===== src/rtl/wdt_pkg.sv =====
package wdt_pkg;

  typedef enum logic [1:0] {
    PSC_DIV1   = 2'b00,
    PSC_DIV16  = 2'b01,
    PSC_DIV256 = 2'b10,
    PSC_ALT1   = 2'b11
  } psc_e;

  // Control word as seen from wdata[8:1]; field order follows bit position.
  typedef struct packed {
    logic up;        // bit 8
    logic en;        // bit 7
    logic periodic;  // bit 6
    logic wd;        // bit 5
    logic secure;    // bit 4
    psc_e psc;       // bits 3:2
    logic wd_irq;    // bit 1
  } ctl_t;

  localparam int CTL_LSB = 1;

endpackage


===== src/rtl/wdt_prescaler.sv =====
module wdt_prescaler
  import wdt_pkg::*;
#(
  parameter int LOG_MID = 4,
  parameter int LOG_HI  = 8
) (
  input  logic clk,
  input  logic rst,
  input  logic run,
  input  psc_e sel,
  output logic tick
);

  logic [LOG_HI-1:0] div_q;

  always_ff @(posedge clk) begin
    if (rst || !run) div_q <= '0;
    else             div_q <= div_q + 1'b1;
  end

  always_comb begin
    case (sel)
      PSC_DIV16:  tick = run & (&div_q[LOG_MID-1:0]);
      PSC_DIV256: tick = run & (&div_q);
      default:    tick = run;
    endcase
  end

  AST_PSC_SPACED: assert property (@(posedge clk) disable iff (rst)
    (tick && (sel == PSC_DIV16 || sel == PSC_DIV256)) |=> (!tick || sel == PSC_DIV1 || sel == PSC_ALT1));

endmodule


===== src/rtl/wdt_lfsr.sv =====
module wdt_lfsr #(
  parameter int             W    = 8,
  parameter logic [W-1:0]   TAPS = 'h63
) (
  input  logic         clk,
  input  logic         rst,
  input  logic         load,
  input  logic [W-1:0] seed,
  input  logic         step,
  output logic [W-1:0] state
);

  logic [W-1:0] nxt;

  always_comb nxt = {state[W-2:0], 1'b0} ^ (state[W-1] ? TAPS : '0);

  always_ff @(posedge clk) begin
    if (rst)       state <= '0;
    else if (load) state <= seed;
    else if (step) state <= nxt;
  end

  AST_LFSR_NONZERO: assert property (@(posedge clk) disable iff (rst)
    (state != '0 && !load) |=> (state != '0));

endmodule


===== src/rtl/wdt_counter.sv =====
module wdt_counter #(
  parameter int W = 16
) (
  input  logic         clk,
  input  logic         rst,
  input  logic         tick,
  input  logic         count_up,
  input  logic         periodic,
  input  logic         load_wr,
  input  logic [W-1:0] load_val,
  input  logic         restart,
  output logic         expire
);

  localparam logic [W-1:0] TOP = '1;

  logic [W-1:0] cnt_q;
  logic [W-1:0] reload_q;
  logic         terminal;

  always_comb begin
    terminal = count_up ? (cnt_q == TOP) : (cnt_q == '0);
    expire   = tick & terminal & ~load_wr & ~restart;
  end

  always_ff @(posedge clk) begin
    if (rst) begin
      cnt_q    <= '0;
      reload_q <= '0;
    end else if (load_wr) begin
      cnt_q    <= load_val;
      reload_q <= load_val;
    end else if (restart) begin
      cnt_q <= reload_q;
    end else if (tick) begin
      if (terminal && periodic) cnt_q <= reload_q;
      else if (count_up)        cnt_q <= cnt_q + 1'b1;
      else                      cnt_q <= cnt_q - 1'b1;
    end
  end

  AST_CNT_HOLD: assert property (@(posedge clk) disable iff (rst)
    (!tick && !load_wr && !restart) |=> $stable(cnt_q));

endmodule


===== src/rtl/wdt_lfsr_timer.sv =====
module wdt_lfsr_timer
  import wdt_pkg::*;
#(
  parameter int           CNT_W     = 16,
  parameter int           DATA_W    = 16,
  parameter int           LFSR_W    = 8,
  parameter logic [7:0]   LFSR_TAPS = 8'h63,
  parameter int           PSC_MID   = 4,
  parameter int           PSC_HI    = 8
) (
  input  logic              clk,
  input  logic              rst,
  input  logic              ctrl_we,
  input  logic              load_we,
  input  logic              clr_we,
  input  logic [DATA_W-1:0] wdata,
  output logic              irq,
  output logic              rst_req
);

  localparam int CTL_W = $bits(ctl_t);

  ctl_t              ctl_q;
  logic              tick;
  logic              expire;
  logic [LFSR_W-1:0] expect_val;
  logic              clr_live;
  logic              seed_ld;
  logic              sec_chk;
  logic              seq_ok;
  logic              seq_bad;
  logic              restart;

  always_ff @(posedge clk) begin
    if (rst)                   ctl_q <= '0;
    else if (ctrl_we && !ctl_q.wd) ctl_q <= ctl_t'(wdata[CTL_LSB +: CTL_W]);
  end

  always_comb begin
    clr_live = clr_we & ctl_q.en;
    seed_ld  = clr_we & ~ctl_q.wd;
    sec_chk  = clr_live & ctl_q.wd & ctl_q.secure;
    seq_ok   = (wdata[LFSR_W-1:0] == expect_val) && (expect_val != '0);
    seq_bad  = sec_chk & ~seq_ok;
    restart  = clr_live & ctl_q.wd & (~ctl_q.secure | seq_ok);
  end

  wdt_prescaler #(.LOG_MID(PSC_MID), .LOG_HI(PSC_HI)) u_psc (
    .clk  (clk),
    .rst  (rst),
    .run  (ctl_q.en),
    .sel  (ctl_q.psc),
    .tick (tick)
  );

  wdt_counter #(.W(CNT_W)) u_cnt (
    .clk      (clk),
    .rst      (rst),
    .tick     (tick),
    .count_up (ctl_q.up),
    .periodic (ctl_q.periodic),
    .load_wr  (load_we),
    .load_val (wdata[CNT_W-1:0]),
    .restart  (restart),
    .expire   (expire)
  );

  wdt_lfsr #(.W(LFSR_W), .TAPS(LFSR_TAPS[LFSR_W-1:0])) u_lfsr (
    .clk   (clk),
    .rst   (rst),
    .load  (seed_ld),
    .seed  (wdata[LFSR_W-1:0]),
    .step  (sec_chk & seq_ok),
    .state (expect_val)
  );

  always_ff @(posedge clk) begin
    if (rst) begin
      irq     <= 1'b0;
      rst_req <= 1'b0;
    end else begin
      rst_req <= (expire & ctl_q.wd & ~ctl_q.wd_irq) | seq_bad;
      if (expire && (!ctl_q.wd || ctl_q.wd_irq)) irq <= 1'b1;
      else if (clr_live)                          irq <= 1'b0;
    end
  end

  AST_CTRL_LOCKED: assert property (@(posedge clk) disable iff (rst)
    ctl_q.wd |=> $stable(ctl_q));

  AST_RSTREQ_WD_ONLY: assert property (@(posedge clk) disable iff (rst)
    rst_req |-> $past(ctl_q.wd));

  AST_IRQ_FALL_SRC: assert property (@(posedge clk) disable iff (rst)
    $fell(irq) |-> ($past(clr_we && ctl_q.en) || $past(rst)));

endmodule


===== config.mk =====
export PLATFORM = sky130hd
export DESIGN_NAME = wdt_lfsr_timer
export DESIGN_NICKNAME = d
export VERILOG_FILES = /design/src/rtl/wdt_pkg.sv /design/src/rtl/wdt_prescaler.sv /design/src/rtl/wdt_lfsr.sv /design/src/rtl/wdt_counter.sv /design/src/rtl/wdt_lfsr_timer.sv
export SDC_FILE = /design/constraint.sdc
export NUM_CORES = 1
export LEC_CHECK = 0
export BUFFER_PORTS_ARGS = -buffer_cell sky130_fd_sc_hd__buf_2
export CORE_MARGIN = 1.5
export CORE_UTILIZATION = 60
export CTS_CLUSTER_SIZE = 10
export DETAILED_ROUTE_END_ITERATION = 8
export HOLD_SLACK_MARGIN = 0.02
export MAX_ROUTING_LAYER = met4
export PLACE_DENSITY_LB_ADDON = 0.12
export SETUP_SLACK_MARGIN = 0.2
export SYNTH_ARGS = -nofsm -noshare
export SYNTH_HDL_FRONTEND = slang
export SYNTH_SLANG_ARGS = --single-unit

===== constraint.sdc =====
create_clock -name clk -period 3.15 [get_ports clk]
set_input_delay 0.7875 -clock clk [delete_from_list [all_inputs] [get_ports clk]]
set_output_delay 0.7875 -clock clk [all_outputs]
set_load 0.05 [all_outputs]

==> results of run 1 <==
[where the power goes]
| part | total (mW) | switching, mW | leakage (nW) | internal [mW] |
|---|---|---|---|---|
| clock network | 0.668 | 0.288 | 0.0962 | 0.380 |
| registers | 0.848 | 0.0603 | 0.478 | 0.788 |
| logic | 0.554 | 0.301 | 0.968 | 0.252 |
| total | 2.07 | 0.650 | 1.54 | 1.42 |
[cells in the mapped netlist, types with 2 or more instances]
library cell	count
dfxtp_1	58
nor2_1	57
nand2_1	38
a21oi_1	24
xnor2_1	19
ha_1	16
mux2i_1	16
inv_1	14
a22oi_1	10
o21ai_0	10
clkbuf_1	9
nor3_1	9
a311oi_1	8
xor2_1	8
a221oi_1	7
nand4_1	7
a211oi_1	6
a221o_1	5
nand3_1	5
nor4_1	5
a21o_1	4
and3_1	4
or3_1	4
o21a_1	3
o31ai_1	3
a31oi_1	2
and2_1	2
buf_1	2
buf_6	2
nor2b_1	2
o2111a_1	2
o211a_1	2
o21bai_1	2
or2_2	2
or4_1	2
[registers in the layout, indices dropped and copies added, names as in the netlist]
signal	count
rst_req	1
u_cnt.cnt_q	16
ctl_q	8
u_psc.div_q	8
irq	1
u_cnt.reload_q	16
u_lfsr.state	8
[kinds of logic after synthesis]
logic type	Yosys count	synth area share (%)
AOI/OAI and AO/OA	105	23.3
xor gates and xnor gates	27	7.07
adders and majority gates	17	6.58
buffers and inverters	31	4.23
DFF	58	34.7
muxes	16	4.79
and+or+nand+nor	142	19.3
[final timing paths]
kind / from / to / depth (start not counted)
max: ctl_q[7] / u_cnt.cnt_q[12] / 10
min: u_psc.div_q[0] / u_psc.div_q[0] / 1
max reg2reg: ctl_q[7] / u_cnt.cnt_q[12] / 10
min reg2reg: u_psc.div_q[0] / u_psc.div_q[0] / 1
[per-layer routing]
layer  part of all wire [%]  vias up
met3                    4.9       12
met2                     47       72
li1                       -     1514
met1                     47     1424
met4                    1.3        0
met5                      0        -
[layout make-up]
| type | instances | area [sq um] |
|---|---|---|
| Inverter | 15 | 56.3 |
| Tap cell | 72 | 90.1 |
| Sequential cell | 58 | 1160 |
| Clock buffer | 12 | 145 |
| Clock inverter | 3 | 40.0 |
| Fill cell | 459 | 1710 |
| Timing Repair Buffer | 33 | 193 |
| Multi-Input combinational cell | 307 | 2050 |
[critical path, stage by stage, from the launching register on]
cell      delay (ns)
dfxtp_1         0.46
inv_1           0.24
buf_4           0.23
ha_1            0.34
and2_1          0.19
nand2_1         0.06
a211oi_1        0.31
nor3_1          0.15
or3_1           0.36
a21boi_0        0.17
o221a_2         0.20
[stage by stage]
stage / utilization, % / std cells / worst slack [ns]
2_1_floorplan: - / 396 / 0.387
3_3_place_gp: 65.1 / 485 / 0.206
3_5_place_dp: 65.1 / 485 / 0.170
4_1_cts: 68.6 / 500 / 0.420
5_1_grt: 68.6 / 500 / 0.221
6_report: 68.6 / 500 / 0.389
[what timing repair did]
action,4_1_cts,5_1_grt
setup buffers,0,0
gates resized for setup,0,2
endpoints found under the setup margin,0,1
==> metrics.txt, run 1 <==
outcome finished, final reports clean; final hold vios 0; total power just over 2 mW; Syn Std Cell Area ~3300 sq um; ANT nets after route 0; power density cells ~550 nW/um^2; met1 GRT Util a little under two fifths; minimum clock period roughly 2.8 ns; Num CTS Buffers 9; WL per Instance about 16 um; CP Capture Type flop; kind of critical path flop to flop; number of flops mapped to enable cells by yosys 0; Slew HR between 50% and 60%; total number of vias approximately 3,000; Worst Tran Pin Value about 0.6 ns; height of the die between 70 and 80 um; Seq/Total Area, Yosys a little over a third; Top Usage Layer GRT met2; Yosys top cell area share 34.7%; WP data arrival between 3 and 4 ns; Tcrit/Tclk final 87.6%; root buf cell clkbuf_8; number of synthesized register bits a little under 60; final hold slack 0.441 ns; commonest non-fill, non-tap cell in the layout dfxtp_1; top_reg_cell synth dfxtp_1; Leakage 1.54 nW; Antenna Cells 0; CP Max Fanout 9; Critical Path RT between 3 and 4 ns; die area about 6000 sq um; final setup vio count 0; most frequent cells in the layout dfxtp_1 (58), nor2_1 (57), nand2_1 (38), a21oi_1 (24), buf_2 (22); met3 Use GR approximately 5.4%; cts hold-fix bufs 0; Global Route Usage Sum ~29%; Area contributors post-synth dfxtp_1 (35%), nor2_1 (6.4%), ha_1 (6.0%); I/O pin count 23; Skew-Pair Late Insertion Delay about 0.34 ns; fmax around 360 MHz; Worst setup SP type flop; final instance area 3730 sq um; Global Route met2 Usage between 40% and 50%; Core Region 5440 sq um; total global routing overflow 0; clk slew on worst S/H paths 0.07 ns; ys async rst share 0%; RSZ-0062 raised after global routing false; Synth Net Count between 400 and 500; die width roughly 78 um; Hold Crit Class flop to flop; placed cell area between 3000 and 4000 sq um; R2R setup slack 0.39 ns; VDD IR max 360 uV; clock sink total 58; GPL Wtd Cong 0.906; largest net degree at the start of global routing 46; synth warn 0; estimated wirelength of the detail-placed design between 5000 and 6000 um; CTS tree yes; maxcap violations 0; antenna violations before repair 0; fin nets 462; Area growth syn-to-layout 11.6%; Max clock buf depth 2; setup TNS 0 ns; Avg Vias per Cell approximately 6; CTS HTree Levels 3; DRC violations left 0; port bufs 22; initial DRC count 192; Cell variety after synth between 60 and 70; syn avg cell area approximately 8.4 sq um; clock skew between 0.008 and 0.009 ns; cell count after synthesis approximately 400; fraction of layout cells with a size suffix above 1 between 10% and 20%; Post-Route WL around 8000 um; vias in the first global route roughly 2,800; Initial Utilization roughly three fifths; Max Slew Vio Count 0; cell taking the most area after synthesis dfxtp_1; first-pass GRT wire length ~13,000 um; drt first pass iters 4; row count 27
(Power assumes the default switching activity.)
==> run 2: changes to the inputs <==
--- a/config.mk
+++ b/config.mk
@@ -6,13 +6,12 @@
 export NUM_CORES = 1
 export LEC_CHECK = 0
 export BUFFER_PORTS_ARGS = -buffer_cell sky130_fd_sc_hd__buf_2
-export CORE_MARGIN = 1.5
 export CORE_UTILIZATION = 60
 export CTS_CLUSTER_SIZE = 10
 export DETAILED_ROUTE_END_ITERATION = 8
 export HOLD_SLACK_MARGIN = 0.02
-export MAX_ROUTING_LAYER = met4
 export PLACE_DENSITY_LB_ADDON = 0.12
+export REMOVE_ABC_BUFFERS = 1
 export SETUP_SLACK_MARGIN = 0.2
 export SYNTH_ARGS = -nofsm -noshare
 export SYNTH_HDL_FRONTEND = slang
==> metrics.txt, run 2 (same netlist as run 1, synthesis figures left out) <==
outcome finished, final reports clean; Leakage 1.52 nW (-1.1%); CP Capture Type flop; CTS HTree Levels 3 (unchanged); Tcrit/Tclk final 88.8% (+1.1 points); estimated wirelength of the detail-placed design 5660 um (-1.4%); ANT nets after route 0 (unchanged); Core Region 5240 sq um (-3.7%); fillers 442 (-3.7%); die area 5880 sq um (-2.6%); switch share 33.6% (+2.2 points); Non-Filler Instances 500 (unchanged); Num CTS Buffers 9 (unchanged); fin nets 464 (+0.43%); clk slew on worst S/H paths 0.06 ns (about the same); minimum clock period 2.80 ns (+0.0361 ns); setup TNS 0 ns (unchanged); fraction of layout cells with a size suffix above 1 14.0% (+0.87 points); fmax 358 MHz (-1.3%); vias in the first global route 2,991 (+5.8%); root buf cell clkbuf_8; Initial Utilization 63.9% (+2.4 points); height of the die 76.7 um (-1.3%); clock sink total 58 (unchanged); antenna violations before repair 0 (unchanged); Worst setup SP type flop; Global Route Usage Sum 29.5% (+0.71 points); Max Slew Vio Count 0 (unchanged); Hold Crit Class flop to flop; power density cells 534 nW/um^2 (-3.8%); clock skew 0.00824 ns (-0.000397 ns); DRC violations left 0 (unchanged); Post-Route WL 8090 um (+1.7%); kind of critical path flop to flop; Area growth syn-to-layout 11.3%; first-pass GRT wire length 13,700 um (+3.2%); Antenna Cells 0 (unchanged); Flop pwr share 42.7% (+1.7 points); WP data arrival 3.03 ns (-0.02 ns); maxcap violations 0 (unchanged); I/O pin count 23 (unchanged); RSZ-0062 raised after global routing false; Bufs and invs on worst path 2 (unchanged); Util after Layout 71.1% (+2.5 points); critical path, cell by cell clkinvlp_4 > buf_4 > ha_1 > a21oi_1 > o21ai_0 > a41o_1 > a21oi_1 > o21ai_0 > a32o_1 > a21o_1; Net Switching 0.668 mW (+2.8%); Comb power frac 28.2% (+1.5 points); port bufs 22 (unchanged); most frequent cells in the layout dfxtp_1 (58), nor2_1 (57), nand2_1 (38), a21oi_1 (24), buf_2 (22); CP max stage delay 0.50 ns (+0.04 ns); family with the most delay on the worst path compound AO/OA/AOI/OAI gates; Slew HR 56.4% (-3.5 points); Clock power frac 29.1% (-3.2 points); Cells after DPL 480 (-1.0%); commonest non-fill, non-tap cell in the layout dfxtp_1; WL per Instance 16.2 um (+1.7%); Seq. cell area 1160 sq um (unchanged); Slowest-stage cell, CP dfxtp_1; row count 26 (-3.7%); VDD IR max 358 uV (-0.63%); Internal Pwr Total 1.32 mW (-7.1%); initial DRC count 140 (-27%); area of the multi-input gates 2050 sq um (unchanged); final setup vio count 0 (unchanged); largest net degree at the start of global routing 46 (unchanged); Largest regs u_cnt.cnt_q x16, u_cnt.reload_q x16; total global routing overflow 0 (unchanged); CP Max Fanout 8 (-1); Avg Vias per Cell 6.09 (+0.76%); total number of vias 3,045 (+0.76%); die width 76.7 um (-1.3%); Skew-Pair Late Insertion Delay 0.34 ns (about the same); drt first pass iters 4 (unchanged); final hold vios 0 (unchanged); Worst Tran Pin Value 0.647 ns (+0.0519 ns); GPL Wtd Cong 0.873 (-3.6%); CTS tree yes; Critical Path RT 3.38 ns (-0.06 ns); Max clock buf depth 2 (unchanged)
-- run 2: metal layers --
metal,global-route usage [%],wire [um],vias to the layer above
met2,45.8,3660,77
met1,36.5,3720,1420
li1,-,-,1524
met4,15.8,238,0
met5,0,0,-
met3,8.81,468,24
-- run 2: final cells by class --
cell class | instances | share of cell area, %
repair buffers | 35 | 5.58
multi-input cells | 307 | 55.0
clock buffers | 10 | 3.43
well taps | 70 | 2.35
inverters | 15 | 1.61
clock inverters | 5 | 0.873
flip-flops and latches | 58 | 31.2
-- run 2: metrics by stage --
step	power, mW	area (sq um)	hold WS, ns	setup slack [ns]
final	1.99	3720	0.444	0.353
after floorplan	1.26	3260	0.413	0.349
after CTS	1.98	3680	0.444	0.357
after global routing	2.11	3720	0.477	0.191
after detailed placement	1.40	3520	0.435	0.154
after global placement	1.38	3520	0.427	0.204
-- run 2: worst paths after layout --
path                                      from         endpoint  slack [ns]  cells after the start
worst max-delay path                  ctl_q[7]  u_cnt.cnt_q[15]        0.35                     10
worst min-delay path            u_psc.div_q[0]   u_psc.div_q[0]        0.44                      1
worst max register to register        ctl_q[7]  u_cnt.cnt_q[15]        0.35                     10
worst min register to register  u_psc.div_q[0]   u_psc.div_q[0]        0.44                      1
-- run 2: power by group through the flow --
stage	clock network, mW	logic (mW)	registers [mW]
finish	0.578	0.561	0.849
global route	0.622	0.628	0.857
CTS	0.591	0.542	0.847
detailed placement	0	0.535	0.863
global placement	0	0.522	0.860
floorplan	0	0.412	0.845
-- run 2: what timing repair did --
item | in CTS | in global routing
gates resized for setup | 0 | 2
buffers inserted | 0 | 5
hold buffers | 0 | 0
setup endpoints to repair | 0 | 3
